==> src/rtl/mdio_pkg.sv <==
package mdio_pkg;
  localparam int FRAME_BITS = 32;
  localparam int HDR_BITS   = 14;
  localparam int TA_BITS    = 2;
  localparam int DATA_BITS  = 16;
  localparam int TAIL_BITS  = 2;

  localparam logic [1:0] SOF_CODE = 2'b01;
  localparam logic [1:0] OP_RD    = 2'b10;
  localparam logic [1:0] OP_WR    = 2'b01;
  localparam logic [1:0] WR_TA    = 2'b10;

  typedef struct packed {
    logic        write;
    logic [4:0]  phy;
    logic [4:0]  regad;
    logic [15:0] wdata;
  } mdio_req_t;
endpackage

==> src/rtl/mdio_clk_gen.sv <==
module mdio_clk_gen #(
  parameter int HALF_DIV = 25
) (
  input  logic clk,
  input  logic rst_n,
  input  logic run,
  output logic mdc,
  output logic rise_now,
  output logic fall_now
);
  localparam int CW = (HALF_DIV > 1) ? $clog2(HALF_DIV) : 1;
  localparam logic [CW-1:0] LAST = CW'(HALF_DIV - 1);

  logic [CW-1:0] cnt;
  logic          wrap;

  assign wrap     = run && (cnt == LAST);
  assign rise_now = wrap && !mdc;
  assign fall_now = wrap && mdc;

  always_ff @(posedge clk) begin
    if (!rst_n || !run) begin
      cnt <= '0;
      mdc <= 1'b0;
    end else if (wrap) begin
      cnt <= '0;
      mdc <= ~mdc;
    end else begin
      cnt <= cnt + 1'b1;
    end
  end

  p_mdc_idle_low_r7: assert property (@(posedge clk) disable iff (!rst_n)
    !run |-> !mdc);
  p_mdc_hold_r7: assert property (@(posedge clk) disable iff (!rst_n)
    run && $past(run) && !$past(wrap) |-> $stable(mdc));
endmodule

==> src/rtl/mdio_frame.sv <==
module mdio_frame
  import mdio_pkg::*;
#(
  parameter int PRE_BITS = 32,
  parameter int IDX_W    = 7
) (
  input  logic             active,
  input  mdio_req_t        req,
  input  logic [IDX_W-1:0] idx,
  output logic             bit_o,
  output logic             bit_oe,
  output logic             bit_sample,
  output logic [IDX_W-1:0] last_idx
);
  localparam logic [IDX_W-1:0] PRE_I  = IDX_W'(PRE_BITS);
  localparam logic [IDX_W-1:0] HDR_I  = IDX_W'(HDR_BITS);
  localparam logic [IDX_W-1:0] DAT0_I = IDX_W'(HDR_BITS + TA_BITS);
  localparam logic [IDX_W-1:0] FRM_I  = IDX_W'(FRAME_BITS);
  localparam logic [IDX_W-1:0] LAST_R = IDX_W'(PRE_BITS + FRAME_BITS - 1);
  localparam logic [IDX_W-1:0] LAST_W = IDX_W'(PRE_BITS + FRAME_BITS + TAIL_BITS - 1);

  logic [FRAME_BITS-1:0] word;
  logic [IDX_W-1:0]      f;
  logic [4:0]            pos;

  always_comb begin
    if (req.write)
      word = {SOF_CODE, OP_WR, req.phy, req.regad, WR_TA, req.wdata};
    else
      word = {SOF_CODE, OP_RD, req.phy, req.regad, 18'd0};
  end

  assign last_idx = req.write ? LAST_W : LAST_R;
  assign f        = idx - PRE_I;
  assign pos      = 5'(FRAME_BITS - 1) - f[4:0];

  always_comb begin
    bit_o      = 1'b0;
    bit_oe     = 1'b0;
    bit_sample = 1'b0;
    if (active) begin
      if (idx < PRE_I) begin
        bit_o  = 1'b1;
        bit_oe = 1'b1;
      end else if (f < FRM_I) begin
        bit_o      = word[pos];
        bit_oe     = req.write || (f < HDR_I);
        bit_sample = !req.write && (f >= DAT0_I);
      end
    end
  end
endmodule

==> src/rtl/mdio_master.sv <==
module mdio_master
  import mdio_pkg::*;
#(
  parameter int HALF_DIV = 25,
  parameter int PRE_BITS = 32
) (
  input  logic        clk,
  input  logic        rst_n,
  input  logic        req_valid,
  output logic        req_ready,
  input  logic        req_write,
  input  logic [4:0]  req_phy,
  input  logic [4:0]  req_reg,
  input  logic [15:0] req_wdata,
  output logic        rsp_valid,
  input  logic        rsp_ready,
  output logic [15:0] rsp_rdata,
  output logic        mdc,
  output logic        mdio_o,
  output logic        mdio_oe,
  input  logic        mdio_i
);
  localparam int IDX_W = $clog2(PRE_BITS + FRAME_BITS + TAIL_BITS + 1);

  logic             busy;
  logic [IDX_W-1:0] bit_idx;
  logic [IDX_W-1:0] last_idx;
  mdio_req_t        cur;
  logic             rise_now, fall_now, sample_bit;
  logic             accept;

  assign req_ready = !busy && (!rsp_valid || rsp_ready);
  assign accept    = req_valid && req_ready;

  mdio_clk_gen #(.HALF_DIV(HALF_DIV)) u_clk (
    .clk(clk), .rst_n(rst_n), .run(busy),
    .mdc(mdc), .rise_now(rise_now), .fall_now(fall_now)
  );

  mdio_frame #(.PRE_BITS(PRE_BITS), .IDX_W(IDX_W)) u_frame (
    .active(busy), .req(cur), .idx(bit_idx),
    .bit_o(mdio_o), .bit_oe(mdio_oe), .bit_sample(sample_bit),
    .last_idx(last_idx)
  );

  always_ff @(posedge clk) begin
    if (!rst_n) begin
      busy      <= 1'b0;
      bit_idx   <= '0;
      cur       <= '0;
      rsp_valid <= 1'b0;
      rsp_rdata <= '0;
    end else begin
      if (rsp_valid && rsp_ready) rsp_valid <= 1'b0;
      if (accept) begin
        busy      <= 1'b1;
        bit_idx   <= '0;
        rsp_rdata <= '0;
        cur       <= '{write: req_write, phy: req_phy, regad: req_reg, wdata: req_wdata};
      end else if (busy) begin
        if (rise_now && sample_bit)
          rsp_rdata <= {rsp_rdata[14:0], mdio_i};
        if (fall_now) begin
          if (bit_idx == last_idx) begin
            busy      <= 1'b0;
            rsp_valid <= 1'b1;
          end else begin
            bit_idx <= bit_idx + 1'b1;
          end
        end
      end
    end
  end

  p_out_change_low_r8: assert property (@(posedge clk) disable iff (!rst_n)
    !$stable(mdio_o) || !$stable(mdio_oe) |-> !mdc);
  p_ready_idle_r10: assert property (@(posedge clk) disable iff (!rst_n)
    req_ready |-> !busy);
  p_rsp_hold_r9: assert property (@(posedge clk) disable iff (!rst_n)
    rsp_valid && !rsp_ready |=> rsp_valid && $stable(rsp_rdata));
  p_released_at_sample_r4: assert property (@(posedge clk) disable iff (!rst_n)
    rise_now && sample_bit |-> !mdio_oe);
  p_rsp_after_fall_r9: assert property (@(posedge clk) disable iff (!rst_n)
    $rose(rsp_valid) |-> !mdc && !busy);
endmodule

==> config.mk <==
export PLATFORM = sky130hd
export DESIGN_NAME = mdio_master
export DESIGN_NICKNAME = d
export VERILOG_FILES = /design/src/rtl/mdio_pkg.sv /design/src/rtl/mdio_clk_gen.sv /design/src/rtl/mdio_frame.sv /design/src/rtl/mdio_master.sv
export SDC_FILE = /design/constraint.sdc
export NUM_CORES = 1
export LEC_CHECK = 0
export BUFFER_PORTS_ARGS = -buffer_cell sky130_fd_sc_hd__clkbuf_2
export CAP_MARGIN = 20
export CORE_UTILIZATION = 50
export CTS_CLUSTER_SIZE = 12
export DETAILED_ROUTE_END_ITERATION = 8
export GPL_TIMING_DRIVEN = 0
export PLACE_DENSITY = 0.83
export REMOVE_ABC_BUFFERS = 1
export SYNTH_ARGS = -nofsm -noshare
export SYNTH_HDL_FRONTEND = slang
export SYNTH_SLANG_ARGS = --single-unit
==> constraint.sdc <==
create_clock -name clk -period 6.2 [get_ports clk]
set_clock_uncertainty 0.2 [all_clocks]
set_input_delay 1.86 -clock clk [delete_from_list [all_inputs] [get_ports clk]]
set_output_delay 1.86 -clock clk [all_outputs]
set_load 0.02 [all_outputs]
Word-level counts from Yosys, hierarchy flattened
Cells that the tools add are included.
- flip-flop bits (word level): 58
- bits of input ports: 32
- output and inout port bits: 21
- logic and storage cells: 66
- add/subtract/negate cells: 4
- magnitude comparators: 5
- eq/ne operators: 2
- muxes and demuxes: 22
- bitwise gates (word level): 3
- reductions and logical operators: 20
- operator list (cell ; count):
    30-bit two-way mux ; 1
    1-bit two-way mux ; 19
    7-bit by 6-bit less-than comparator with 1-bit output (second input constant) ; 2
    1-bit logical AND ; 8
    7-bit by 1-bit adder with 7-bit output (second input constant) ; 1
    7-bit equality test ; 1
    7-bit by 5-bit greater-or-equal comparator with 1-bit output (second input constant) ; 1
    7-bit by 4-bit less-than comparator with 1-bit output (second input constant) ; 1
    7-bit two-way mux ; 1
    7-bit by 6-bit subtractor with 7-bit output (second input constant) ; 1
    5-bit by 6-bit less-than comparator with 1-bit output (second input constant) ; 1
    5-bit by 1-bit adder with 5-bit output (second input constant) ; 1
    1-bit binary-select mux with 5-bit select ; 1
    5-bit equality test (second input constant) ; 1
    1-bit logical NOT ; 5
    5-bit subtractor (first input constant) ; 1
    2-bit OR reduction ; 2
    1-bit logical OR ; 3
    1-bit inverter ; 3
    3-bit AND reduction ; 1
    2-bit AND reduction ; 1

Depth between registers and ports, before layout
Gate-level depths: netlist of run 1.
- depth in word-level cells: 8
- mapped depth: 8
- gate-level depth less buffers: 7

Cells and area by module
Synthesis of run 1 repeated with hierarchy kept, for this count alone.
- cell total of the unflattened synthesis: 341
- area total of the unflattened synthesis: 2884.0 um^2
- modules (own cells, without submodules) (module ; times used ; cells each ; area an instance (um^2)):
    mdio_master ; 1 ; 256 ; 2169.6
    mdio_frame ; 1 ; 57 ; 441.7
    mdio_clk_gen ; 1 ; 28 ; 272.8

Worst setup path after synthesis of run 1
OpenSTA, ideal clock, no wires.
- kind: input to output
- start point: in rsp_ready
- end point: out req_ready
- data arrival time: 2.336 ns
- required time: 4.140 ns
- setup slack: 1.804 ns
- stages on the path: 2
- path buffers: 0
- path through: nand2b_1 > nor2b_1
- longest elaborated chain between the ends: 2
- ends and longest elaborated chain (item ; RTL line ; text):
    start, declared ; mdio_master.sv:16 ; input logic rsp_ready,
    1-bit logical OR ; mdio_master.sv:32 ; assign req_ready = !busy && (!rsp_valid || rsp_ready);
    1-bit logical AND ; mdio_master.sv:32 ;
    end, declared ; mdio_master.sv:10 ; output logic req_ready,
No other way between the ends.

Worst setup path after layout of run 1
- start point: reg bit_idx[0]
- end point: out mdio_o
- longest elaborated chain between the ends: 7
- elaborated cells between the ends (all ways): 9
- classes of those cells: add/sub (2); order compare (2); mux (5)
- ends and longest elaborated chain (item ; RTL line ; text):
    start, declared ; mdio_master.sv:26 ; logic [IDX_W-1:0] bit_idx;
    start signal, assigned ; mdio_master.sv:68 ; bit_idx <= bit_idx + 1'b1;
    7-bit by 6-bit subtractor with 7-bit output ; mdio_frame.sv:34 ; assign f = idx - PRE_I;
    5-bit subtractor ; mdio_frame.sv:35 ; assign pos = 5'(FRAME_BITS - 1) - f[4:0];
    via u_frame.pos[0] ; mdio_frame.sv:24 ; logic [4:0] pos;
    1-bit binary-select mux with 5-bit select ; mdio_frame.sv:46 ; bit_o = word[pos];
    1-bit two-way mux (implied by the code) ; mdio_frame.sv:46 ;
    1-bit two-way mux ; mdio_frame.sv:45 ; end else if (f < FRM_I) begin
    1-bit two-way mux ; mdio_frame.sv:42 ; if (idx < PRE_I) begin
    1-bit two-way mux ; mdio_frame.sv:41 ; if (active) begin
    end, declared ; mdio_master.sv:19 ; output logic mdio_o,
The timed path passes the listed nets, and every way through them passes these cells. The select of a mux whose other input is x is not followed.

==> results of run 1 <==
[worst min-delay path by stage]
| stage | slack [ns] | end | depth (start not counted) | startpoint |
|---|---|---|---|---|
| after floorplan | 0.23 | u_clk.cnt[0] | 1 | u_clk.cnt[0] |
| after global placement | 0.24 | u_clk.cnt[0] | 1 | u_clk.cnt[0] |
| after detailed placement | 0.26 | cur[22] | 2 | cur[22] |
| after CTS | 0.27 | cur[22] | 2 | cur[22] |
| after global routing | 0.29 | cur[12] | 2 | cur[12] |
| final | 0.26 | cur[23] | 2 | cur[23] |
[placed cells by master, fill, tap and decap left out, types with 3 or more instances in the layout]
cell,n
and3_1,5
nand4_1,7
inv_1,8
dfxtp_1,58
a21boi_0,28
nand3_1,8
clkbuf_2,52
xnor2_1,6
nor2b_1,8
nor2_1,29
mux2i_1,25
ha_1,7
clkbuf_8,12
a21oi_1,5
nand2_1,63
o21ai_0,3
xor2_1,3
a2111oi_0,3
[metrics by stage]
step | instance area, um2 | worst slack [ns] | hold WS [ns] | instances | power, mW
6_report | 3140 | 1.54 | 0.263 | 426 | 0.755
5_1_grt | 3140 | 1.31 | 0.288 | 426 | 0.790
4_1_cts | 3140 | 1.55 | 0.265 | 426 | 0.766
3_5_place_dp | 2950 | 1.72 | 0.258 | 410 | 0.452
3_3_place_gp | 2950 | 1.72 | 0.244 | 410 | 0.449
2_1_floorplan | 2610 | 1.80 | 0.230 | 288 | 0.428
[state kept, by name, summed over array words and instances (netlist names)]
name and count:
u_clk.cnt 5, rsp_valid 1, rsp_rdata 16, busy 1, u_clk.mdc 1, cur 27
bit_idx 7
[area by class of cell]
cell class                 instances  area (um2)
timing repair buffer              52         260
tap                               70        87.6
inverter                           8        30.0
fill                             464        2040
clock inverter                     2        10.0
sequential                        58        1160
multi-input combinational        222        1420
clock buffer                      14         173
[tightest hold or removal path, delay by kind of cell, from the launching register on]
family / cells / cell delay [ns]
AOI/OAI and AO/OA: 1 / 0.06
DFF: 1 / 0.31
and+or+nand+nor: 1 / 0.05
[logic make-up after synthesis]
| logic type | after synthesis | share of synthesized area |
|---|---|---|
| AND/OR/NAND/NOR | 132 | 0.226 |
| XOR/XNOR | 9 | 0.0291 |
| adder cells (fa/ha/maj) | 7 | 0.0323 |
| multiplexers | 26 | 0.101 |
| AO/OA/AOI/OAI | 48 | 0.133 |
| buffers and inverters | 27 | 0.0503 |
| flip-flops | 58 | 0.428 |
[routing by layer]
metal | GRT usage | up-vias
met4 | 0.113 | 0
met1 | 0.220 | 1031
li1 | - | 1133
met3 | 0.0397 | 12
met5 | 0 | -
met2 | 0.353 | 50
[power breakdown]
group / internal [mW] / total [mW] / switching, mW
Combinational: 0.0215 / 0.0500 / 0.0285
Clock: 0.177 / 0.313 / 0.136
Sequential: 0.385 / 0.392 / 0.00749
==> results.toml, run 1 <==
[run_status]
status = "finished, final reports clean"

[global_route]
grt_max_degree = 33
grt_pass1_vias = 2064
grt_remaining_overflow = 0
grt_usage = 0.198
grt_pass1_wl_um = 8430
antenna_found_initial = 0

[logic_synthesis]
yosysUniqueCellTypes = 40
ys.flop_type = "dfxtp_1"
yosysWarnings = 0
syn_area_um2 = 2710
yosys.area.top_type = "dfxtp_1"
synth_common_cells = "nand2_1, dfxtp_1, nor2_1"
ys_async_sr_fraction = 0
synth.most_common_cell = "nand2_1"
synth_edf_count = 0
yosys_register_bits = 58
syn_inst = 307
syn_area_per_cell_um2 = 8.84
synth_top_cell_area_share = 0.428
seq_area_frac_synth = 0.428
synth.area.top_cells = "dfxtp_1, mux2i_1, nand2_1"

[critical_path]
worstPathMaxFanout = 13
path_cells = "inv_1 -> ha_1 -> nor2_1 -> a32oi_1 -> a21oi_1 -> a2111oi_0 -> a211o_1 -> clkbuf_2"
startpoint_type = "flop"
end_kind = "output pin"
crit_slowest_cell = "dfxtp_1"
r2r-start = "bit_idx[5]"
endpoint = "mdio_o"
crit_required_ns = 4.14
rrSetupSlack_ns = 3.62
crit_type = "flop to output pin"
critical_path.startpoint = "bit_idx[0]"
crit_path_max_incr_delay_ns = 0.64
critPathBufInv = 2
ff2ff_path_depth = 7
critPathTopFamily = "compound AO/OA/AOI/OAI gates"
cp_data_arrival_time_ns = 2.60
cp_num_cells = 8
r2r_end = "rsp_rdata[9]"

[cts]
clk_pin_slew_worst_paths_ns = 0.06
cts_inserted_buffers = 9
clk_latency_ns = 0.33
cts_tree = "yes"
hold_buffers = 0
cts.path.max_buffers = 2
cts_setup_buffers = 0
ctsHtreeMaxLevel = 3
cts_root_buf = "clkbuf_8"
cts_sinks = 58
post_cts_resized = 0

[routing]
ant_nets = 0
top_layer_used = "met4"
wl_met1_um = 2330
wl_per_cell_um = 11.9
drcViolationCount = 0
wl_um = 5060
num_vias = 2226
via_per_inst = 5.23
wl_met3_um = 188
drtIter0Drc = 41
wl_met2_um = 2430
first_pass_iters = 4

[power_and_ir_drop]
ir_drop_uv = 161
cellLeakagePower_nw = 1.22
power_density_nw_per_um2 = 241

[timing]
slew_viol_final = 0
fin_crit_ns = 4.66
max_slew_margin = 0.378
min_period_over_period = 0.752
tns_ns = 0
worst_slew_pin_slew_ns = 0.930
setup_viol_count_final = 0
clock.fmax_ghz = 0.214
hold_viol = 0
rsz0062_at_grt = "false"

[floorplan]
die_area_um2 = 5720
die_h_um = 75.7
io-pin-count = 53
initial_utilization = 0.524
dieWidth_um = 75.7
core_area_um2 = 5170
rows = 26

[finish]
syn_to_final_growth_pct = 15.6
drive_above_1_share = 0.197
antennaDiodeCount = 0
nNetsFinal = 390
fin_util = 0.606

[placement]
port_buffers = 52
dp_hpwl_um = 3550
gp_congestion = 0.865

[worst_hold_path]
hold_class = "flop to flop"

[job]
maxCapViolations = 0
(Power assumes the default switching activity.)
==> inputs of run 2 (changes only) <==
--- a/config.mk
+++ b/config.mk
@@ -5,6 +5,7 @@
 export SDC_FILE = /design/constraint.sdc
 export NUM_CORES = 1
 export LEC_CHECK = 0
+export ABC_AREA = 1
 export BUFFER_PORTS_ARGS = -buffer_cell sky130_fd_sc_hd__clkbuf_2
 export CAP_MARGIN = 20
 export CORE_UTILIZATION = 50
==> constraint.sdc (replaced) <==
create_clock -name clk -period 4.5 [get_ports clk]
set_clock_uncertainty 0.2 [all_clocks]
set_input_delay 1.35 -clock clk [delete_from_list [all_inputs] [get_ports clk]]
set_output_delay 1.35 -clock clk [all_outputs]
set_load 0.02 [all_outputs]
==> results.toml, run 2 <==
[run_status]
status = "finished, final reports clean"

[worst_hold_path]
hold_class = "flop to flop"
min_from = "cur[20]"
min_to = "cur[20]"
worstHoldPathCells = 2

[placement]
gp_congestion = 0.860
port_buffers = 52
dp_hpwl_um = 3820
placed_area_um2 = 3010

[critical_path]
startpoint_type = "flop"
r2r_end = "rsp_rdata[3]"
crit_required_ns = 2.95
rrSetupSlack_ns = 2.28
end_kind = "output pin"
cp_data_arrival_time_ns = 2.54
worstPathMaxFanout = 14
crit_type = "flop to output pin"
r2r-start = "bit_idx[2]"
ff2ff_path_depth = 8

[logic_synthesis]
synth_top_family_by_area = "simple AND/OR/NAND/NOR gates"
yosys_register_bits = 58
synth.area.top_cells = "dfxtp_1, inv_1, nand2_1"
synth-adder-area-share = 0.0320
seq_area_frac_synth = 0.424
synth_top_cell_area_share = 0.424
synth_compound_area_frac = 0.130
yosys.area.top_type = "dfxtp_1"
synthSimpleGateAreaFrac = 0.264
synth_edf_count = 0
synthMuxAreaShare = 0
ys.flop_type = "dfxtp_1"
synth_common_cells = "inv_1, nand2_1, dfxtp_1"
syn_area_per_cell_um2 = 7.20
synth.most_common_cell = "inv_1"
syn_area_um2 = 2740
syn_inst = 380
yosysWarnings = 0
yosysUniqueCellTypes = 31
ys_async_sr_fraction = 0
synth-xor-area-share = 0.0224

[cts]
cts_root_buf = "clkbuf_8"
ctsHtreeMaxLevel = 3
clk_latency_ns = 0.33
cts_tree = "yes"
post_cts_resized = 0
clk_pin_slew_worst_paths_ns = 0.07
cts_inserted_buffers = 9
cts_sinks = 58
cts_setup_buffers = 0
hold_buffers = 0
cts.path.max_buffers = 2

[timing]
hold_viol = 0
setup_viol_count_final = 0
clock.fmax_ghz = 0.244
rsz0062_at_grt = "false"
fin_crit_ns = 4.09
tns_ns = 0
slew_viol_final = 0
min_period_over_period = 0.909
max_slew_margin = 0.325
worst_slew_pin_slew_ns = 1.01

[finish]
reg_top3 = "cur x27, rsp_rdata x16, bit_idx x7"
antennaDiodeCount = 0
nNetsFinal = 468
final_common_cell = "inv_1"
drive_above_1_share = 0.191
largest-register = "cur"
largest_register_ffs = 27
design_area_um2 = 3230
syn_to_final_growth_pct = 17.9
final_cell_mix = "inv_1, nand2_1, dfxtp_1"

[routing]
wl_um = 5610
via_per_inst = 4.86
wl_per_cell_um = 11.1
ant_nets = 0
drcViolationCount = 0
first_pass_iters = 4
num_vias = 2447
drtIter0Drc = 112

[power_and_ir_drop]
clkPwrFrac = 0.457
sequentialPowerShare = 0.469
switching_share = 0.227
internal-power_mw = 0.891
power_density_nw_per_um2 = 357
comb_power_share = 0.073
switching_power_mw = 0.261
p_total_mw = 1.15
cellLeakagePower_nw = 1.59
ir_drop_uv = 187

[global_route]
grt_max_degree = 29
grt_pass1_vias = 2238
grt_usage = 0.205
grt_remaining_overflow = 0
antenna_found_initial = 0
grt_pass1_wl_um = 9510

[floorplan]
die_area_um2 = 5770
rows = 26
io-pin-count = 53
core_area_um2 = 5200
dieWidth_um = 76.0
die_h_um = 76.0
initial_utilization = 0.526

[job]
maxCapViolations = 0
==> run 2: cell count changes after synthesis, moves of 6 or more <==
| cell | previous run | this run |
|---|---|---|
| mux2i_1 | 25 | 0 |
| nor2b_1 | 8 | 0 |
| o22ai_1 | 0 | 21 |
| o21ai_0 | 3 | 22 |
| a21oi_1 | 5 | 12 |
| xnor2_1 | 6 | 0 |
| a21boi_0 | 28 | 0 |
| inv_1 | 8 | 70 |
| nand3_1 | 8 | 28 |
| nor2_1 | 29 | 47 |
| clkbuf_1 | 9 | 2 |
==> run 2: cell type report <==
class | count | area [um2]
Inverter | 72 | 273
Fill cell | 492 | 1980
Sequential cell | 58 | 1160
Clock inverter | 5 | 77.6
Timing Repair Buffer | 52 | 260
Tap cell | 70 | 87.6
Clock buffer | 11 | 141
Multi-Input combinational cell | 236 | 1230
==> run 2: cells by family (layout without fill, tap and decap cells) <==
logic type / Yosys count / after routing
buf+inv: 86 / 140
fa+ha+maj: 7 / 7
simple gates: 159 / 159
flops: 58 / 58
compound gates: 63 / 63
xor+xnor: 7 / 7
==> run 2: stage by stage <==
step	hold slack (ns)	setup slack, ns	std cells	util
4_1_cts	0.263	0.425	504	0.620
3_3_place_gp	0.240	0.857	488	0.578
5_1_grt	0.273	0.220	504	0.620
3_5_place_dp	0.246	0.820	488	0.578
2_1_floorplan	0.228	1.17	366	-
6_report	0.260	0.408	504	0.620
==> run 2: critical path, stage by stage (launching register included) <==
cell      delay, ns
dfxtp_1        0.63
inv_1          0.38
ha_1           0.40
o21ai_0        0.09
a21oi_1        0.14
nand2_1        0.08
nand3_1        0.08
nand3_1        0.10
a21oi_1        0.13
clkbuf_2       0.19
==> run 2: worst max path at each step <==
| stage | start | endpoint | slack, ns | cells past startpoint |
|---|---|---|---|---|
| 2_1_floorplan | bit_idx[0] | mdio_o | 1.17 | 8 |
| 3_5_place_dp | bit_idx[0] | mdio_o | 0.82 | 9 |
| 3_3_place_gp | bit_idx[0] | mdio_o | 0.86 | 9 |
| 6_report | bit_idx[0] | mdio_o | 0.41 | 9 |
| 5_1_grt | bit_idx[0] | mdio_o | 0.22 | 9 |
| 4_1_cts | bit_idx[0] | mdio_o | 0.43 | 9 |
==> run 2: power groups by stage <==
stage / Sequential, mW / Combinational, mW / Clock (mW)
floorplan: 0.550 / 0.0550 / 0
global placement: 0.552 / 0.0821 / 0
detailed placement: 0.552 / 0.0850 / 0
CTS: 0.541 / 0.0859 / 0.536
global route: 0.542 / 0.0975 / 0.556
finish: 0.541 / 0.0843 / 0.527
==> run 2: routing by layer <==
| metal | vias up | track usage | routed length [um] |
|---|---|---|---|
| li1 | 1297 | - | - |
| met1 | 1075 | 0.231 | 2520 |
| met5 | - | 0 | 0 |
| met4 | 0 | 0.121 | 122 |
| met2 | 64 | 0.343 | 2600 |
| met3 | 11 | 0.0635 | 367 |
